===== config.mk =====
export PLATFORM = sky130hd
export DESIGN_NAME = burst_addr_seq
export DESIGN_NICKNAME = d
export VERILOG_FILES = /design/src/rtl/burst_seq_pkg.sv /design/src/rtl/burst_seq_ctrl.sv /design/src/rtl/burst_beat_gen.sv /design/src/rtl/burst_upper_reg.sv /design/src/rtl/burst_addr_seq.sv
export SDC_FILE = /design/constraint.sdc
export NUM_CORES = 1
export LEC_CHECK = 0
export ABC_AREA = 1
export BUFFER_PORTS_ARGS = -buffer_cell sky130_fd_sc_hd__buf_4
export CAP_MARGIN = 5
export CORE_MARGIN = 2
export CORE_UTILIZATION = 35
export CTS_BUF_LIST = sky130_fd_sc_hd__clkbuf_2
export CTS_CLUSTER_DIAMETER = 60
export DETAILED_ROUTE_END_ITERATION = 6
export GPL_TIMING_DRIVEN = 0
export SETUP_SLACK_MARGIN = 0.5
export SYNTH_ARGS = -nofsm -noshare
export SYNTH_HDL_FRONTEND = slang
export SYNTH_SLANG_ARGS = --single-unit

===== constraint.sdc =====
create_clock -name clk -period 3 [get_ports clk]
set_input_delay 0.15 -clock clk [delete_from_list [all_inputs] [get_ports clk]]
set_output_delay 0.15 -clock clk [all_outputs]
set_load 0.005 [all_outputs]

===== src/rtl/burst_seq_pkg.sv =====
package burst_seq_pkg;

    localparam int BEAT_W = 2;

    typedef logic [BEAT_W-1:0] beat_t;

    typedef enum logic {
        ORDER_INTERLEAVED = 1'b0,
        ORDER_LINEAR      = 1'b1
    } order_e;

    typedef struct packed {
        beat_t base;
        beat_t cnt;
    } beat_state_t;

    function automatic beat_t beat_addr(beat_t base, beat_t cnt, order_e ord);
        beat_t sum;
        sum = base + cnt;
        return (ord == ORDER_LINEAR) ? sum : (base ^ cnt);
    endfunction

endpackage


===== src/rtl/burst_seq_ctrl.sv =====
module burst_seq_ctrl (
    input  logic clk,
    input  logic rst,
    input  logic start_a,
    input  logic start_b,
    input  logic advance,
    input  logic chip_en,
    output logic load,
    output logic step,
    output logic active
);

    assign load = (start_a | start_b) & chip_en;
    assign step = advance & active & chip_en & ~load;

    always_ff @(posedge clk) begin
        if (rst) begin
            active <= 1'b0;
        end else if (load) begin
            active <= 1'b1;
        end else if (!chip_en) begin
            active <= 1'b0;
        end
    end

    // a dropped qualifier clears the flag on the next edge
    assert_ce_clears_R7: assert property (@(posedge clk) disable iff (rst)
        !chip_en |=> !active);

    // either strobe with the qualifier raises the flag
    assert_load_sets_R2: assert property (@(posedge clk) disable iff (rst)
        ((start_a || start_b) && chip_en) |=> active);

endmodule


===== src/rtl/burst_beat_gen.sv =====
module burst_beat_gen
    import burst_seq_pkg::*;
(
    input  logic   clk,
    input  logic   rst,
    input  logic   load,
    input  logic   step,
    input  beat_t  ext_lo,
    input  order_e ord,
    output beat_t  low
);

    beat_state_t st;
    beat_t       cnt_nxt;

    always_comb begin
        cnt_nxt = st.cnt + beat_t'(1);
    end

    always_ff @(posedge clk) begin
        if (rst) begin
            st  <= '0;
            low <= '0;
        end else if (load) begin
            st.base <= ext_lo;
            st.cnt  <= '0;
            low     <= ext_lo;
        end else if (step) begin
            st.cnt <= cnt_nxt;
            low    <= beat_addr(st.base, cnt_nxt, ord);
        end
    end

endmodule


===== src/rtl/burst_upper_reg.sv =====
module burst_upper_reg #(
    parameter int UPPER_W = 6
) (
    input  logic               clk,
    input  logic               rst,
    input  logic               load,
    input  logic [UPPER_W-1:0] ext_hi,
    output logic [UPPER_W-1:0] hi
);

    always_ff @(posedge clk) begin
        if (rst) begin
            hi <= '0;
        end else if (load) begin
            hi <= ext_hi;
        end
    end

endmodule


===== src/rtl/burst_addr_seq.sv =====
module burst_addr_seq
    import burst_seq_pkg::*;
#(
    parameter int ADDR_W = 8
) (
    input  logic              clk,
    input  logic              rst,
    input  logic [ADDR_W-1:0] ext_addr,
    input  logic              start_a,
    input  logic              start_b,
    input  logic              advance,
    input  logic              order_linear,
    input  logic              chip_en,
    output logic [ADDR_W-1:0] cur_addr,
    output logic              burst_active
);

    localparam int UPPER_W = ADDR_W - BEAT_W;

    logic               load;
    logic               step;
    beat_t              low;
    logic [UPPER_W-1:0] hi;

    burst_seq_ctrl u_ctrl (
        .clk     (clk),
        .rst     (rst),
        .start_a (start_a),
        .start_b (start_b),
        .advance (advance),
        .chip_en (chip_en),
        .load    (load),
        .step    (step),
        .active  (burst_active)
    );

    burst_beat_gen u_beat (
        .clk    (clk),
        .rst    (rst),
        .load   (load),
        .step   (step),
        .ext_lo (ext_addr[BEAT_W-1:0]),
        .ord    (order_e'(order_linear)),
        .low    (low)
    );

    burst_upper_reg #(.UPPER_W(UPPER_W)) u_upper (
        .clk    (clk),
        .rst    (rst),
        .load   (load),
        .ext_hi (ext_addr[ADDR_W-1:BEAT_W]),
        .hi     (hi)
    );

    assign cur_addr = {hi, low};

    // upper bits move only with an accepted load
    assert_upper_fixed_R1: assert property (@(posedge clk) disable iff (rst)
        !((start_a || start_b) && chip_en) |=> $stable(cur_addr[ADDR_W-1:BEAT_W]));

    // captured address appears on the next edge
    assert_load_addr_R2: assert property (@(posedge clk) disable iff (rst)
        ((start_a || start_b) && chip_en) |=> cur_addr == $past(ext_addr));

    // no advance, no load: hold
    assert_hold_R3: assert property (@(posedge clk) disable iff (rst)
        (burst_active && chip_en && !start_a && !start_b && !advance)
        |=> $stable(cur_addr));

    // load wins over advance
    assert_load_priority_R6: assert property (@(posedge clk) disable iff (rst)
        ((start_a || start_b) && chip_en && advance) |=> cur_addr == $past(ext_addr));

    // qualifier low freezes the address
    assert_ce_hold_R7: assert property (@(posedge clk) disable iff (rst)
        !chip_en |=> $stable(cur_addr));

    // advance without an active burst does nothing
    assert_idle_advance_R10: assert property (@(posedge clk) disable iff (rst)
        (!burst_active && !((start_a || start_b) && chip_en)) |=> $stable(cur_addr));

endmodule


# Yosys cells after proc, flatten, opt, wreduce, memory -nomap -nowiden
# Cells that the tools add are included.
[word_totals]
ff_bits = 13
latch_bits = 0
mem_bits_rw = 0
romBits = 0
inputBits = 15
out_inout_bits = 9
wordCells = 22
memories = 0
[op_classes]
add_sub_neg = 2
n_mul = 0
div = 0
magnitude_cmp = 0
n_eq_ne = 1
shifts = 0
mux = 5
n_bitwise = 7
n_reduce_logical = 2
[ops]
columns = ["operator", "count"]
rows = [
  ["2-bit two-way mux", 3],
  ["1-bit AND", 4],
  ["2-bit by 1-bit adder with 2-bit output (second input constant)", 1],
  ["2-bit adder", 1],
  ["1-bit two-way mux", 2],
  ["2-bit by 1-bit != test with 1-bit output (second input constant)", 1],
  ["2-bit nonzero test", 1],
  ["2-bit OR reduction", 1],
  ["2-bit bitwise XOR", 1],
  ["1-bit NOT", 1],
  ["1-bit bitwise OR", 1],
]

# Depth between registers and ports, before layout
# Gate-level depths: netlist (run 1).
[depth]
word_depth = 6
depth_mapped = 8
mapped_depth_nobuf = 8

# Hierarchy
# A second synthesis (run 1) with hierarchy kept.
[hier_totals]
hier_cells = 86
area_unflattened_um2 = 600.6
[by_module_without_submodules]
columns = ["module", "instances", "cells_per_inst", "area_each_um2", "seq_area_each_um2"]
rows = [
  ["burst_beat_gen", 1, 41, 300.3, 120.1],
  ["burst_upper_reg", 1, 38, 247.7, 120.1],
  ["burst_seq_ctrl", 1, 7, 52.6, 20.0],
]

# Worst setup path before layout (run 1)
# OpenSTA, ideal clock, no wires.
[synth_timing]
path_type = "register to register"
from = "reg u_beat.st[0] (netlist bit)"
to = "reg u_beat.low[1]"
setup_ns = 0.119
arrival_ns = 0.931
required_ns = 2.881
setup_slack_ns = 1.949
path_stages_with_launch = 9
path_buffers = 0
synth_period_minus_slack_ns = 1.051
path_cell_list = "dfxtp_1 -> inv_1 -> ha_1 -> nand2_1 -> nand2_1 -> nand2_1 -> nand2_1 -> nand3_2 -> a21oi_1"
[synth_via]
elab_chain_len = 5
elab_cells_between_ends = 6
classes_between = "add/sub (2); mux (3); bitwise (1)"
[synth_rtl]
columns = ["item", "line", "source"]
rows = [
  ["from (decl)", "burst_beat_gen.sv:13", "beat_state_t st;"],
  ["2-bit by 1-bit adder with 2-bit output", "burst_beat_gen.sv:17", "cnt_nxt = st.cnt + beat_t'(1);"],
  ["net u_beat.cnt_nxt[0]", "burst_beat_gen.sv:14", "beat_t cnt_nxt;"],
  ["2-bit adder", "burst_seq_pkg.sv:19", "sum = base + cnt;"],
  ["2-bit two-way mux", "burst_seq_pkg.sv:20", "return (ord == ORDER_LINEAR) ? sum : (base ^ cnt);"],
  ["2-bit two-way mux", "burst_beat_gen.sv:28", "end else if (step) begin"],
  ["2-bit two-way mux", "burst_beat_gen.sv:24", "end else if (load) begin"],
  ["to (signal assigned)", "burst_beat_gen.sv:27", "low <= ext_lo;"],
  ["to (signal assigned)", "burst_beat_gen.sv:30", "low <= beat_addr(st.base, cnt_nxt, ord);"],
  ["to (decl)", "burst_beat_gen.sv:10", "output beat_t low"],
]
# The timed path passes the listed nets, and every way through them passes these cells. The select of a mux whose other input is x is not followed.
# A chain may end at the register's enable or synchronous reset.

# Worst setup path in the final report (run 1)
# Same ends and word-level chain as after synthesis.

==> impl_metrics.toml, run 1 <==
[power_and_ir_drop]
p_sw_share_pct = 26.9
internal_power_mw = 0.256
clock_power_share_pct = 26.4
ir_drop_mv = 0.218
power_leakage_nw = 0.389
powerDensity_nw_per_um2 = 441
combPwrFrac_pct = 19.4
report.power.total_mw = 0.350
p_seq_share_pct = 54.2
p_sw_mw = 0.0942

[setup_path]
slowest_stage = "dfxtp_1"
timing_worst_setup_path_type = "reg -> reg"
critPathMaxFanout = 4
r2r-start = "u_beat.st[0]"
path_cells = "inv_1 > ha_1 > nand2_1 > nand2_1 > nand2_1 > nand2_1 > nand3_2 > a21oi_1"
cp_num_cells = 8
reg2reg_depth = 8
crit_path_end = "u_beat.low[1]"
arrival_ns = 1.34
cp-start-kind = "flip-flop"
cp_top_family = "flip-flops"
crit_start = "u_beat.st[0]"
cp.buffers_inverters = 1
cp_slowest_stage_delay_ns = 0.39
cp-end-kind = "flip-flop"
required_ns = 3.16
rrSetupSlack_ns = 1.82
r2r-end = "u_beat.low[1]"
cp_common_cell = "nand2_1"

[placed_design]
portBuffers = 23
gp_congestion = 0.679
place_area_sq_um = 774
hpwl_microns = 957

[synthesis]
synth_top_area_share_pct = 44.7
ys_top_cells_by_area = "dfxtp_1 (45%), nand2_1 (12%), nor2_1 (8.4%)"
synth_area_sq_um = 582
synth_largest_area_cell = "dfxtp_1"
ys_warn_count = 0
ys_ff_latch = 13
synthesis.nets = 94
ys_types = 18
ys_seq_area_share_pct = 44.7
netlist_instances = 78
syn_area_per_cell_sq_um = 7.46

[cells_and_area]
mostFrequentLayoutCell = "buf_4"
drive_gt1_share_pct = 32.4
multi_input_area_sq_um = 292
fillers = 157
regArea_sq_um = 260
finalNetCount = 122
layout_common_cells = "buf_4 (24), nand2_1 (18), nor2_1 (13), dfxtp_1 (13), o21ai_0 (9)"
fin_area_sq_um = 795
area_growth_pct = 36.6
num_antenna_cells = 0

[sta]
rsz0062_at_grt = "false"
final_hold_viol_count = 0
finalCriticalPeriod_ns = 1.18
finalMaxSlewViolations = 0
setup_violations = 0
fmax_mhz = 848
tightest_slew_ns = 0.218
timing.final.crit_share_pct = 39.3
tns_ns = 0
maxSlewHeadroom_pct = 85.5
clock_skew_ns = 0.0124

[floorplan]
io_pins = 24
fp.coreArea_sq_um = 1520
die_width_microns = 44.8
dieArea_sq_um = 2000
start_util_pct = 38.2
rows = 14
die_h_microns = 44.8

[global_routing]
grt_pass1_vias = 527
gr-usage-all-layers_pct = 13.8
grt_pass1_wl_microns = 2060
antenna_found_initial = 0
grt_max_degree = 11
grt_overflow = 0

[worst_hold_path]
hold_path.class = "in -> reg"
min_path_cells = 2

[clocking]
cts_made_buffers = 3
post_cts_buffers = 0
cts_sinks = 13
hold_buffers = 0
htree_levels = 1
cts_tree = "yes"
clock_latency_ns = 0.27
clockBufferDepth = 2
cts-root-buf = "clkbuf_2"
cts_resized = 0
clkTransAtPathRegs_ns = 0.14

[route]
drtPass1Iterations = 4
totalWireLength_microns = 1210
drtAntennaViolNets = 0
via_per_inst = 4.63
wl_per_cell_microns = 9.97
drt_iter0_markers = 6
vias = 560
drc = 0

[status]
status = "finished clean"

[job]
drv_cap = 0
worst reg2reg max path: stages, from the launching register on:
cell     delay (ns)
dfxtp_1        0.39
inv_1          0.10
ha_1           0.22
nand2_1        0.07
nand2_1        0.06
nand2_1        0.06
nand2_1        0.06
nand3_2        0.06
a21oi_1        0.05
Yosys cell counts:
cell type / instances
o21ai_1: 1
nand3_2: 1
nor2_2: 1
buf_4: 1
nor2_8: 1
nand3_1: 3
nor2_4: 1
nor2_1: 13
a21oi_1: 6
o21ai_0: 9
nand2_1: 18
nand2_2: 1
ha_1: 1
dfxtp_1: 13
o22ai_1: 1
inv_1: 5
inv_2: 1
o21bai_1: 1
stage by stage:
stage               worst slack [ns]  hold slack [ns]  utilization (%)  std cells
floorplan                       1.95            0.219                -         78
global placement                1.88            0.344             50.8        117
detailed placement              1.85            0.350             50.8        117
CTS                             1.82           0.0383             52.1        121
global route                    1.68           0.0403             52.1        121
finish                          1.82           0.0515             52.1        121
final cells by class:
cell class,instances,area share [%]
clock buffer,4,2.52
buffer,1,0.945
multi-input combinational,58,36.7
sequential,13,32.8
tap,16,2.52
timing repair buffer,23,21.7
inverter,6,2.83
worst min path at each step:
| stage | to | slack (ns) | from |
|---|---|---|---|
| floorplan | u_beat.st[2] | 0.22 | rst |
| global placement | u_beat.st[2] | 0.34 | rst |
| detailed placement | u_beat.st[2] | 0.35 | rst |
| CTS | u_ctrl.active | 0.04 | rst |
| global route | u_ctrl.active | 0.04 | rst |
| finish | u_ctrl.active | 0.05 | rst |
cells by family (layout without fill, tap and decap cells):
kind of cell             count (synthesis)  in the layout  synth area share, %
AND/OR/NAND/NOR                         39             39                 31.8
AO/OA/AOI/OAI                           18             18                 16.1
flip-flops                              13             13                 44.7
buffers and inverters                    7             34                 5.16
adder cells (fa/ha/maj)                  1              1                 2.15
registers in the layout, summed over array words and instances (netlist names):
signal         cells
u_upper.hi         6
u_beat.low         2
u_ctrl.active      1
u_beat.st          4
power groups by stage:
stage	Combinational, mW	Clock [mW]	Sequential, mW
floorplan	0.0319	0	0.194
global placement	0.0679	0	0.194
detailed placement	0.0690	0	0.194
CTS	0.0691	0.0975	0.190
global route	0.0768	0.103	0.192
finish	0.0679	0.0924	0.190
layer usage:
layer	track usage, %	wire, microns	vias to the layer above
li1	-	-	304
met1	15.9	555	239
met2	24.6	587	15
met3	3.20	60	2
met4	5.29	4	0
met5	0	0	-
Power figures use the tool's default switching activity.
==> run 2: changes to the inputs <==
clock period = 1.22 ns   (was 3 ns; I/O delays follow)
==> impl_metrics.toml, run 2 (synthesized netlist as in run 1, its figures left out) <==
[global_routing]
use_met2_pct = 31.0
use_met1_pct = 20.3
antenna_found_initial = 0
grt_overflow = 0
grt_max_degree = 11
grt_pass1_wl_microns = 2500
busiest_layer = "met2"
grt_use_met3_pct = 2.40
grt_pass1_vias = 591
gr-usage-all-layers_pct = 17.4

[setup_path]
timing_worst_setup_path_type = "reg -> reg"
rrSetupSlack_ns = 0.15
arrival_ns = 1.28
cp-start-kind = "flip-flop"
r2r-end = "u_beat.low[1]"
r2r-start = "u_beat.st[0]"
required_ns = 1.44
reg2reg_depth = 8
cp-end-kind = "flip-flop"
critPathMaxFanout = 2

[placed_design]
portBuffers = 23
placedCellCount = 117
hpwl_microns = 1010
post-place-ws_ns = 0.148
gp_congestion = 0.728

[worst_hold_path]
min_path_cells = 3
hold_end = "u_upper.hi[1]"
hold_path.class = "in -> reg"
worstHoldStart = "ext_addr[3]"

[floorplan]
die_h_microns = 44.8
start_util_pct = 38.2
io_pins = 24
dieArea_sq_um = 2000
rows = 14
fp.coreArea_sq_um = 1520
die_width_microns = 44.8

[sta]
finalCriticalPeriod_ns = 1.07
tightest_slew_ns = 0.229
setup_violations = 0
rsz0062_at_grt = "true"
finalMaxSlewViolations = 0
clock_skew_ns = 0.00128
timing.final.crit_share_pct = 87.4
tns_ns = 0
fin_ws_ns = 0.154
fmax_mhz = 938
final_hold_viol_count = 0
maxSlewHeadroom_pct = 84.7

[clocking]
clock_latency_ns = 0.28
clkTransAtPathRegs_ns = 0.13
cts_sinks = 13
cts-root-buf = "clkbuf_2"
cts_made_buffers = 3
cts_tree = "yes"
htree_levels = 1
clockBufferDepth = 2

[cells_and_area]
mostFrequentLayoutCell = "buf_4"
largest-register = "u_upper.hi"
top_regs = "u_upper.hi x6, u_beat.st x4, u_beat.low x2"
layout_common_cells = "buf_4 (19), nor2_1 (13), nand2_1 (13)"
largest_register_ffs = 6
regArea_sq_um = 275
fillers = 154
finalNetCount = 126
final_cells = 125
area_growth_pct = 62.8
multi_input_area_sq_um = 367
drive_gt1_share_pct = 57.8
num_antenna_cells = 0

[job]
drv_cap = 0

[route]
vias = 616
via_per_inst = 4.93
drt_iter0_markers = 8
wl_per_cell_microns = 11.9
totalWireLength_microns = 1490
drtAntennaViolNets = 0
drtPass1Iterations = 3
drc = 0

[power_and_ir_drop]
power_leakage_nw = 0.430
ir_drop_mv = 0.653
powerDensity_nw_per_um2 = 969

[status]
status = "finished clean"
[run 2: cell types whose count changed in the layout (fill, tap and decap cells not counted), moves of 2 or more]
cell and change:
a21oi_1 -5, nand3_1 -3, nand3_2 +2, nand2_1 -5, buf_4 -5, nand2_2 +5, dfxtp_2 +9, buf_6 +8
a21oi_2 +5, dfxtp_1 -10
[run 2: worst max-delay path by stage]
stage                       from            end  slack [ns]  cells past startpoint
detailed placement  u_beat.st[0]  u_beat.low[1]        0.15                      8
finish              u_beat.st[0]  u_beat.low[1]        0.15                      8
CTS                 u_beat.st[0]  u_beat.low[1]        0.17                      8
global placement    u_beat.st[0]  u_beat.low[1]        0.20                      8
floorplan           u_beat.st[0]  u_beat.low[1]        0.27                      8
global route        u_beat.st[0]  u_beat.low[1]        0.06                      8
[run 2: stage by stage]
step / cell area (sq um) / power [mW] / hold WS [ns] / utilization, %
2_1_floorplan: 613 / 0.564 / 0.123 / -
3_3_place_gp: 806 / 0.655 / 0.250 / 52.9
3_5_place_dp: 806 / 0.658 / 0.251 / 52.9
4_1_cts: 916 / 0.918 / 0.0201 / 60.1
5_1_grt: 947 / 0.974 / 0.0151 / 62.2
6_report: 947 / 0.918 / 0.0236 / 62.2
[run 2: critical path: stages, from the launching register on]
cell and delay, ns:
dfxtp_2 0.35, inv_2 0.07, ha_4 0.13, nand2_1 0.06, nand2_2 0.07, nand2_1 0.05
nand2_1 0.07, nand3_2 0.07, a21oi_2 0.15
[run 2: where the power goes]
group          leakage (nW)  switching (mW)  internal (mW)  total, mW
Clock                0.0166           0.145         0.0869      0.232
Sequential            0.111          0.0207          0.456      0.477
Combinational         0.303          0.0942          0.115      0.209
[run 2: area by class of cell]
type,count,area share [%]
multi-input cells,58,38.7
flip-flops and latches,13,29.1
well taps,16,2.11
clock buffers,4,2.11
plain buffers,1,0.793
repair buffers,27,24.8
inverters,6,2.38
[run 2: metal layers]
layer | share of wire [%] | vias to the layer above
met1 | 39 | 282
met4 | 1.5 | 0
li1 | - | 315
met3 | 3.9 | 4
met5 | 0 | -
met2 | 56 | 15
[run 2: repair_timing]
action	in CTS	in global routing
hold buffers	1	0
gates resized for setup	23	7
endpoints found under the setup margin	13	14
hold endpoints to repair	3	0
pin swaps	3	5
buffers inserted	2	1
==> run 3: changes to the inputs <==
BUFFER_PORTS_ARGS = not set   (was -buffer_cell sky130_fd_sc_hd__buf_4)
CORE_ASPECT_RATIO = 0.9   (was not set)
DONT_BUFFER_PORTS = 1   (was not set)
==> impl_metrics.toml, run 3 (synthesized netlist as in run 1, its figures left out) <==
[status]
status = "finished clean"

[global_routing]
antenna_found_initial = 0
grt_overflow = 0
gr-usage-all-layers_pct = 16.8
grt_pass1_vias = 556
grt_max_degree = 11
grt_pass1_wl_microns = 2390

[cells_and_area]
num_antenna_cells = 0
finalNetCount = 111
largest-register = "u_upper.hi"
area_growth_pct = 39.1
largest_register_ffs = 6
fin_util_pct = 54.1
top_regs = "u_upper.hi x6, u_beat.st x4, u_beat.low x2"
fillers = 154
drive_gt1_share_pct = 33.0
layout_common_cells = "nand2_1 (16), nor2_1 (13), dlygate4sd3_1 (10)"
regArea_sq_um = 275
mostFrequentLayoutCell = "nand2_1"
multi_input_area_sq_um = 339

[job]
drv_cap = 0

[route]
via_per_inst = 4.66
drt_iter0_markers = 2
drc = 0
vias = 541
wl_per_cell_microns = 11.2
drtAntennaViolNets = 0
totalWireLength_microns = 1300
drtPass1Iterations = 2

[floorplan]
fp.coreArea_sq_um = 1500
dieArea_sq_um = 2000
start_util_pct = 38.9
io_pins = 24
rows = 13
die_h_microns = 42.7
die_width_microns = 47.0

[clocking]
cts_tree = "yes"
htree_levels = 1
clock_latency_ns = 0.27
clockBufferDepth = 2
clkTransAtPathRegs_ns = 0.13
cts_made_buffers = 3
cts_sinks = 13
cts-root-buf = "clkbuf_2"

[power_and_ir_drop]
ir_drop_mv = 0.835
powerDensity_nw_per_um2 = 1020
power_leakage_nw = 0.335

[setup_path]
arrival_ns = 1.26
cp_common_cell = "nand2_1"
path_cells = "inv_4 > ha_4 > nand2_1 > nand2_1 > nand2_1 > nand2_1 > nand3_2 > a21oi_2"
cp-start-kind = "flip-flop"
timing_worst_setup_path_type = "reg -> reg"
cp_slowest_stage_delay_ns = 0.37
cp-end-kind = "flip-flop"
critPathMaxFanout = 2
cp.buffers_inverters = 1
required_ns = 1.45
cp_top_family = "flip-flops"
slowest_stage = "dfxtp_4"

[placed_design]
hpwl_microns = 911
gp_congestion = 0.664
post-place-ws_ns = 0.155
portBuffers = 0

[sta]
timing.final.crit_share_pct = 84.5
fmax_mhz = 970
final_hold_viol_count = 0
rsz0062_at_grt = "true"
tns_ns = 0
finalMaxSlewViolations = 0
fin_ws_ns = 0.190
maxSlewHeadroom_pct = 78.2
setup_violations = 0
finalCriticalPeriod_ns = 1.03
tightest_slew_ns = 0.325
clock_skew_ns = 0.0106

[worst_hold_path]
hold_path.class = "in -> reg"
==> run 3: cell count changes in the layout (fill, tap and decap cells not counted), sizes merged <==
cell,before,now
buf,27,3
clkbuf,4,3
clkinv,0,1
dlygate4sd3,1,10
==> run 3: where the power goes <==
group	total [mW]	switching [mW]	internal, mW
Sequential	0.477	0.0213	0.455
Clock	0.215	0.141	0.0741
Combinational	0.135	0.0692	0.0658
==> run 3: final timing paths <==
check	to	from	slack (ns)	depth (start not counted)
min reg2reg	u_beat.st[2]	u_beat.st[2]	0.50	2
min	u_beat.st[0]	advance	0.04	4
max reg2reg	u_beat.low[1]	u_beat.st[0]	0.19	8
max	u_beat.low[1]	u_beat.st[0]	0.19	8
==> run 3: area by class of cell <==
cell class | count | area share, %
Buffer | 1 | 0.927
Clock buffer | 3 | 1.85
Clock inverter | 1 | 0.618
Inverter | 6 | 3.09
Multi-Input combinational cell | 58 | 41.9
Sequential cell | 13 | 34.0
Tap cell | 22 | 3.40
Timing Repair Buffer | 12 | 14.2
==> run 3: per-stage QoR <==
stage               std cells  power, mW  area, sq um  hold slack (ns)
detailed placement        100      0.586          641            0.130
floorplan                  78      0.564          613            0.123
global placement          100      0.582          641            0.124
CTS                       116      0.840          806           0.0236
finish                    116      0.827          810           0.0377
global route              116      0.883          810           0.0336
==> run 3: worst register-to-register path, cell delays in order (launching register included) <==
cell and delay (ns):
dfxtp_4 0.37, inv_4 0.06, ha_4 0.13, nand2_1 0.04
nand2_1 0.07, nand2_1 0.05, nand2_1 0.07, nand3_2 0.07
a21oi_2 0.12
==> run 3: routing by layer <==
layer | part of all wire (%) | up-vias | track usage [%]
met5 | 0 | - | 0
met4 | 1.1 | 0 | 3.33
met3 | 5.7 | 2 | 8.51
met2 | 50 | 11 | 28.5
met1 | 43 | 242 | 18.5
li1 | - | 286 | -
==> run 3: timing repair <==
| action | in CTS | in global routing |
|---|---|---|
| setup endpoints to repair | 10 | 13 |
| pin swaps | 1 | 3 |
| resized for setup | 11 | 3 |
| hold buffers | 10 | 0 |
| hold endpoints to repair | 10 | 0 |
| gates cloned | 0 | 0 |
| buffers inserted | 2 | 0 |
